[src/rtl/flash_pgm_seq.sv]
module flash_pgm_seq #(
  parameter int DIV       = 2,
  parameter int BUF_BYTES = 64,
  parameter int GAP_SPI   = 2
)(
  input  logic                         clk,
  input  logic                         rst_n,
  input  logic                         start,
  input  logic                         op_erase,
  input  logic [31:0]                  addr,
  input  logic                         addr4,
  input  logic [7:0]                   len,
  input  logic                         buf_we,
  input  logic [$clog2(BUF_BYTES)-1:0] buf_idx,
  input  logic [7:0]                   buf_data,
  output logic                         sclk,
  output logic                         cs_n,
  output logic                         mosi,
  input  logic                         miso,
  output logic                         busy,
  output logic                         done
);

  localparam int BW      = $clog2(BUF_BYTES);
  localparam int NW      = $clog2(BUF_BYTES + 6);
  localparam int GAP_CYC = 2 * DIV * GAP_SPI;
  localparam int DCW     = (DIV > 1) ? $clog2(DIV) : 1;
  localparam int GCW     = $clog2(GAP_CYC + 1);

  typedef enum logic [1:0] {C_WREN, C_RDSR, C_PROG, C_ERASE} cmd_t;
  typedef enum logic [1:0] {S_IDLE, S_XFER, S_GAP} st_t;

  st_t             st;
  cmd_t            cmd, nxt_cmd;
  logic            erase_q, a4_q, last_q;
  logic [31:0]     addr_q;
  logic [NW-1:0]   cnt_q, byte_i, nxt_i, fl_m1;
  logic [2:0]      bit_i, alen_v, diff;
  logic [DCW-1:0]  div_c;
  logic [GCW-1:0]  gap_c;
  logic [7:0]      sh, nb;
  logic [1:0]      rx;
  logic [7:0]      mem [BUF_BYTES];

  function automatic logic [7:0] opc(cmd_t c, logic w4);
    case (c)
      C_WREN:  return 8'h06;
      C_RDSR:  return 8'h05;
      C_PROG:  return w4 ? 8'h12 : 8'h02;
      default: return w4 ? 8'hDC : 8'hD8;
    endcase
  endfunction

  assign cs_n   = (st != S_XFER);
  assign mosi   = sh[7] & ~cs_n;
  assign busy   = (st != S_IDLE);
  assign alen_v = a4_q ? 3'd4 : 3'd3;
  assign nxt_i  = byte_i + NW'(1);
  assign diff   = alen_v - nxt_i[2:0];

  always_comb begin
    case (cmd)
      C_WREN:  fl_m1 = '0;
      C_RDSR:  fl_m1 = NW'(1);
      C_ERASE: fl_m1 = NW'(alen_v);
      default: fl_m1 = NW'(alen_v) + cnt_q;
    endcase
    if (cmd == C_RDSR)               nb = 8'h00;
    else if (nxt_i <= NW'(alen_v))   nb = 8'(addr_q >> {diff, 3'b000});
    else                             nb = mem[BW'(nxt_i - NW'(alen_v) - NW'(1))];
    case (cmd)
      C_WREN:  nxt_cmd = erase_q ? C_ERASE : C_RDSR;
      C_RDSR:  nxt_cmd = rx[1] ? C_PROG : C_WREN;
      default: nxt_cmd = C_WREN;
    endcase
  end

  always_ff @(posedge clk)
    if (buf_we) mem[buf_idx] <= buf_data;

  always_ff @(posedge clk or negedge rst_n) begin
    if (!rst_n) begin
      st <= S_IDLE; cmd <= C_WREN; erase_q <= 1'b0; a4_q <= 1'b0; last_q <= 1'b0;
      addr_q <= '0; cnt_q <= '0; byte_i <= '0; bit_i <= '0; div_c <= '0;
      gap_c <= '0; sh <= '0; rx <= '0; sclk <= 1'b0; done <= 1'b0;
    end else begin
      done <= 1'b0;
      case (st)
        S_IDLE: if (start) begin
          erase_q <= op_erase;
          a4_q    <= addr4;
          addr_q  <= addr;
          cnt_q   <= (len > 8'(BUF_BYTES)) ? NW'(BUF_BYTES) : NW'(len);
          cmd     <= C_WREN;
          sh      <= 8'h06;
          byte_i  <= '0;
          bit_i   <= 3'd7;
          div_c   <= '0;
          sclk    <= 1'b0;
          st      <= S_XFER;
        end
        S_XFER: if (div_c == DCW'(DIV - 1)) begin
          div_c <= '0;
          if (!sclk) begin
            sclk <= 1'b1;
            rx   <= {rx[0], miso};
          end else begin
            sclk <= 1'b0;
            if (bit_i != 3'd0) begin
              bit_i <= bit_i - 3'd1;
              sh    <= {sh[6:0], 1'b0};
            end else if (byte_i == fl_m1) begin
              st     <= S_GAP;
              gap_c  <= '0;
              cmd    <= nxt_cmd;
              last_q <= (cmd == C_PROG) || (cmd == C_ERASE);
              done   <= (cmd == C_PROG) || (cmd == C_ERASE);
            end else begin
              byte_i <= nxt_i;
              sh     <= nb;
              bit_i  <= 3'd7;
            end
          end
        end else begin
          div_c <= div_c + DCW'(1);
        end
        default: if (gap_c == GCW'(GAP_CYC - 1)) begin
          if (last_q) st <= S_IDLE;
          else begin
            st     <= S_XFER;
            sh     <= opc(cmd, a4_q);
            byte_i <= '0;
            bit_i  <= 3'd7;
            div_c  <= '0;
          end
        end else begin
          gap_c <= gap_c + GCW'(1);
        end
      endcase
    end
  end

endmodule


[config.mk]
export PLATFORM = sky130hd
export DESIGN_NAME = flash_pgm_seq
export DESIGN_NICKNAME = d
export VERILOG_FILES = /design/src/rtl/flash_pgm_seq.sv
export SDC_FILE = /design/constraint.sdc
export NUM_CORES = 1
export LEC_CHECK = 0
export BUFFER_PORTS_ARGS = -buffer_cell sky130_fd_sc_hd__buf_2
export CAP_MARGIN = 30
export CELL_PAD_IN_SITES_DETAIL_PLACEMENT = 0
export CELL_PAD_IN_SITES_GLOBAL_PLACEMENT = 1
export CORE_MARGIN = 2
export CORE_UTILIZATION = 57
export CTS_CLUSTER_DIAMETER = 50
export DETAILED_ROUTE_END_ITERATION = 6
export GPL_ROUTABILITY_DRIVEN = 1
export PLACE_DENSITY = 0.9
export RECOVER_POWER = 100
export REMOVE_ABC_BUFFERS = 1
export SLEW_MARGIN = 10
export SYNTH_ARGS = -nofsm -noshare
export SYNTH_HDL_FRONTEND = slang
export SYNTH_SLANG_ARGS = --single-unit
[constraint.sdc]
create_clock -name clk -period 9.15 [get_ports clk]
set_input_delay 1.83 -clock clk [delete_from_list [all_inputs] [get_ports clk]]
set_output_delay 1.83 -clock clk [all_outputs]
set_load 0.005 [all_outputs]
* Word level (Yosys, flattened, before mapping)
Memories as Yosys holds them, arrays and structs flattened.
Cells that the tools add are included.
Widths: inputs -> output; s select.
** Operators by class
- Bitwise logic cells :: 5
- Reductions and logical operators :: 17
- Mux-type cells :: 70
- Magnitude comparators :: 2
- Eq/ne operators :: 16
- Add/sub/neg operators :: 8
- Shift operators :: 1
** Operators with widths (count)
- $mux 8 :: 9
- $mux 7 :: 8
- $shr 32x6->8 :: 1
- $mux 3 :: 9
- $mux 2 :: 13
- $pmux 8 s3 :: 1
- $reduce_and 6->1 :: 4
- $pmux 7 s3 :: 1
- $mux 4 :: 5
- $pmux 8 s2 :: 1
- $mux 1 :: 14
- $pmux 7 s2 :: 1
- $ne 2x2->1 const B :: 6
- $pmux 2 s2 :: 3
- $reduce_and 3->1 :: 3
- $gt 8x7->1 const B :: 1
- $pmux 4 s2 :: 1
- $add 3x7->7 :: 1
- $add 7x1->7 const B :: 1
- $eq 7x7->1 :: 1
- $le 7x3->1 :: 1
- $reduce_and 7->1 :: 1
- $pmux 3 s2 :: 1
- $reduce_bool 3->1 :: 2
- other kinds (21) :: 30
** Word-level totals
- Logic and storage cells :: 135
- Bits of input ports :: 61
- Output and inout bits :: 5
- Memory bits (writable) :: 512
- Memories :: 1
- Register bits after elaboration :: 73
** Memory list
- mem :: words 64, width 8, rd ports 1, clocked after Yosys merged registers in 0, write ports 1, RTL line 43 : logic [7:0] mem [BUF_BYTES];

* Logic depth before layout (Yosys ltp)
An unclocked memory read counts as a cell.
- Word-level depth :: 11
- Depth in mapped cells :: 13
- Mapped depth without buffers :: 11

* Worst setup path after synthesis
Ideal clock, no wire load.
- Path kind :: input-to-reg
- Start point :: in buf_idx[3]
- End point :: mem mem[15][0], enable pin
- Stages :: 4
- Path slack :: 5752 ps
- Arrival :: 3028 ps
- Required time :: 8780 ps
- Library setup time :: 370 ps
- Cell sequence :: clkbuf_1 -> or3b_2 -> clkbuf_1 -> nor2_1
** RTL lines
- from (decl) :: RTL line 14 : input logic [$clog2(BUF_BYTES)-1:0] buf_idx,
- to (decl) :: RTL line 43
Straight into the memory's write port.

* Final worst setup path
- Start point :: reg byte_i[0]
- End point :: reg sh[0]
** On the way
- Word-level cells in the longest chain between the ends :: 11
- Elaborated cells on any way between the ends :: 17
- Those cells by class :: add/sub (4); order compare (1); eq/ne (2); shift (1); mux (7); reduce/logical (1); memory (1)
** Ends and longest elaborated chain
- from (decl) :: RTL line 37 : logic [NW-1:0] cnt_q, byte_i, nxt_i, fl_m1;
- from (signal assigned) :: RTL line 119 : byte_i <= nxt_i;
- $add 7x1->7 :: RTL line 58 : assign nxt_i = byte_i + NW'(1);
- $sub 6x3->6 :: RTL line 70 : else nb = mem[BW'(nxt_i - NW'(alen_v) - NW'(1))];
- $sub 6x1->6 :: RTL line 70
- $mem_v2 64x8
- $mux 8 :: RTL line 69 : else if (nxt_i <= NW'(alen_v)) nb = 8'(addr_q >> {diff, 3'b000});
- $mux 8 :: RTL line 68 : if (cmd == C_RDSR) nb = 8'h00;
- $mux 8 :: RTL line 112 : end else if (byte_i == fl_m1) begin
- $mux 8 :: RTL line 109 : if (bit_i != 3'd0) begin
- $mux 8 :: RTL line 104 : if (!sclk) begin
- $mux 8 :: RTL line 102 : S_XFER: if (div_c == DCW'(DIV - 1)) begin
- $pmux 8 s2 :: RTL line 88 : case (st)
- to (signal assigned) :: RTL line 111 : sh <= {sh[6:0], 1'b0};
- to (signal assigned) :: RTL line 120 : sh <= nb;
- to (signal assigned) :: RTL line 131 : sh <= opc(cmd, a4_q);
- to (decl) :: RTL line 41 : logic [7:0] sh, nb;
Parallel ways exist; a longest one is shown, timed or not. The select of a mux whose other input is x is not followed.
A chain may end at the register's enable or synchronous reset.

==> results.cfg <==
[yosys]
synth_seq_cells = 585
synth-simple-area-share_pct = 6.93
synth_top_family_by_area = multiplexers
synth_area_leaders = edfxtp_1 (63%), mux4_2 (13%), dfrtp_1 (7.5%)
syn-cell-area_um2 = 24300
yosysSeqAreaShare_pct = 70.9
netlist_instances = 1388
yosysTopAreaCellShare_pct = 63.4
synth_commonest_cells = edfxtp_1 (512), nand2_1 (172), mux4_2 (139)
async_reset_ff_share_pct = 12.5
avgSynthCellArea_um2 = 17.5
synth-xor-area-share_pct = 0.769
synthAdderAreaFrac_pct = 0.784
yosysWarnings = 0
yosys.cell_types.count = 76
ys.flop_type = edfxtp_1
synth_edf_count = 512
synth_top_area_cell = edfxtp_1
synth_compound_area_share_pct = 3.76
synthMuxAreaShare_pct = 15.2
yosysMostFrequentCell = edfxtp_1

[place]
dp_hpwl_mm = 33.5
pre_cts_ws_ns = 4.00
place_congestion = 0.872
io_buffers = 65

[global_route]
overflow = 0
antenna_found_initial = 1
grt_use_total_pct = 25.4
grt_max_degree = 110
grt_pass1_wl_mm = 82.3
grt_pass1_vias = 13344

[finish]
syn2layout_area_growth_pct = 11.0
diodes = 0
final_util_pct = 64.2
final_layout_size_suffix_gt1_share_pct = 20.8
final_net_count = 1545
fillers = 2824

[floorplanning]
dieArea_um2 = 44200
core_area_um2 = 41900
io_pins = 66
rows = 75
dieHeight_um = 210
start_util_pct = 57.8
die_w_um = 210

[pwr]
powerDensity_nw_per_um2 = 198
sw_frac_of_total_pct = 20.3
netSwitchingPower_mw = 1.09
p_seq_share_pct = 54.8
ir_drop_uv = 174
leakagePower_nw = 8.91
clkPwrFrac_pct = 43.6
comb_power_share_pct = 1.6
internal-power_mw = 4.26

[setup_path]
startpoint_type = flip-flop
crit_fanout = 39
critical_path_required_ns = 9.61
path_common_cell = ha_1
crit_arrival_ns = 7.43
slowest_stage = xnor2_1
critPathMaxStageDelay_ns = 1.99
endpoint_kind = flip-flop
worst-setup-path-type = flip-flop to flip-flop
crit_chain = ha_1 -> xor2_1 -> ha_1 -> a21oi_1 -> xnor2_1 -> buf_4 -> mux4_2 -> a2111oi_0 -> or4_1 -> a31oi_1

[clock_network]
h-tree-depth = 2
cts_resized = 0
path_clk_slew_ns = 0.06
cts_root_buf = clkbuf_16
cts_tree = yes
cts_buffers = 60
clk_path_buf_depth = 3
clk_latency_ns = 0.64
post-cts-setup-buffers = 0
postCtsHoldBufs = 0
cts_sinks = 585

[sta]
fmax_ghz = 0.143
hold_viol_final = 0
finalSetupViolCount = 0
min_period_ns = 6.97
clock_skew_ns = 0.0318
hold_slack_ns = 0.471
timing.max_slew.rel_slack_pct = -97.1
grt_setup_unrepaired = false
slew_viol_final = 488
fin_tns_setup_ns = 0
tightest_slew_ns = 2.96
fin_ws_ns = 2.18
finalCritPeriodShare_pct = 76.2

[status]
failed_checks = capacitance limit, slew limit
outcome = finished, violations left

[routing]
ant_nets = 0
viasPerCell = 6.42
num_vias = 13171
drc = 0
wl_per_cell_um = 26.7
drt-total-wl_mm = 54.8
drt-initial-drc-count = 1657
dr.pass1.iters = 5

[min_path]
worst_hold_path_type = flip-flop to flip-flop

[run]
cap_viol_max_count = 13
-- routing by layer --
layer	GRT usage, %	up-vias	wire length [µm]
met5	0	-	11
met4	8.68	2	1760
met3	6.11	132	5270
met2	40.8	727	26800
met1	34.6	6660	21000
li1	-	5650	-
-- state kept, by name, indices dropped and copies added (netlist names), 2 cells and up --
name    cells
mem       512
addr_q     32
sh          8
byte_i      7
cnt_q       7
gap_c       4
bit_i       3
cmd         2
rx          2
st          2
-- placed cells by master (no fill, tap or decap), types with 4 or more instances in the layout --
master     synthesis  layout
a21o_1             9       9
a21oi_1           21      22
a22o_1             6       6
a31oi_1            8       8
a32oi_1            4       4
and2_1             5       4
and3_1            11      11
buf_2             30      53
buf_4              6       9
bufinv_16          0       4
clkbuf_1          30      36
clkbuf_16          0      60
clkinv_1           1      11
clkinv_2           0      12
dfrtp_1           73      73
edfxtp_1         512     512
ha_1              12      11
inv_1             11      11
mux2_2             7       7
mux2i_1           48      48
mux4_2           139     139
nand2_1          172     173
nand2b_1           5       5
nand3_1           30      30
nand4_1            8       8
nor2_1            84      84
nor2b_1            6       6
nor3_1            16      16
nor4_1             3       4
o211ai_1           7       7
o21a_1            11      11
o21ai_0           12      17
o21ai_1           10       5
o2bb2ai_1          5       5
or3_1              5       5
xnor2_1            8       7
xor2_1             7       6
-- cell families after synthesis --
| kind of cell | Yosys count |
|---|---|
| multiplexers | 194 |
| buffers and inverters | 84 |
| AND/OR/NAND/NOR | 366 |
| AO/OA/AOI/OAI | 128 |
| flip-flops | 585 |
| XOR/XNOR | 17 |
| adder cells (fa/ha/maj) | 14 |
-- per-stage QoR --
step / instance area, µm² / cells / power [mW]
final: 26900 / 2051 / 5.34
after global routing: 26900 / 2051 / 5.48
after CTS: 27100 / 2046 / 5.38
after detailed placement: 25200 / 1942 / 3.07
after global placement: 25100 / 1936 / 3.06
after floorplan: 23900 / 1316 / 3.00
-- worst max-delay path, delay by kind of cell (launching register included) --
kind | cells | cell delay, ns
xor+xnor | 2 | 2.17
compound gates | 3 | 1.62
buf+inv | 1 | 0.82
fa+ha+maj | 2 | 0.81
mux | 1 | 0.62
flops | 1 | 0.49
simple gates | 1 | 0.26
-- cell type report --
| type | count | area [µm²] | area share (%) |
|---|---|---|---|
| repair buffers | 92 | 478 | 1.78 |
| inverters | 12 | 45.0 | 0.167 |
| multi-input cells | 719 | 6660 | 24.7 |
| well taps | 539 | 674 | 2.50 |
| clock inverters | 36 | 338 | 1.25 |
| clock buffers | 68 | 1530 | 5.69 |
| flip-flops and latches | 585 | 17200 | 63.9 |
-- worst paths after layout --
| path | endpoint | depth (start not counted) | start | slack, ns |
|---|---|---|---|---|
| max reg2reg | sh[0] | 10 | byte_i[0] | 2.18 |
| min | addr_q[7] | 2 | addr_q[7] | 0.47 |
| min reg2reg | addr_q[7] | 2 | addr_q[7] | 0.47 |
| max in group asynchronous | addr_q[1] | 3 | rst_n | 4.36 |
| max | sh[0] | 10 | byte_i[0] | 2.18 |
| min in group asynchronous | gap_c[0] | 2 | rst_n | 1.47 |
-- power by group through the flow --
stage               clock (mW)  combinational, mW  sequential, mW
finish                    2.33             0.0873            2.93
detailed placement           0             0.0927            2.98
floorplan                    0             0.0178            2.98
CTS                       2.36             0.0934            2.92
global route              2.46             0.0952            2.93
global placement             0             0.0820            2.98
Note: power is estimated with default switching activity, not from simulation.
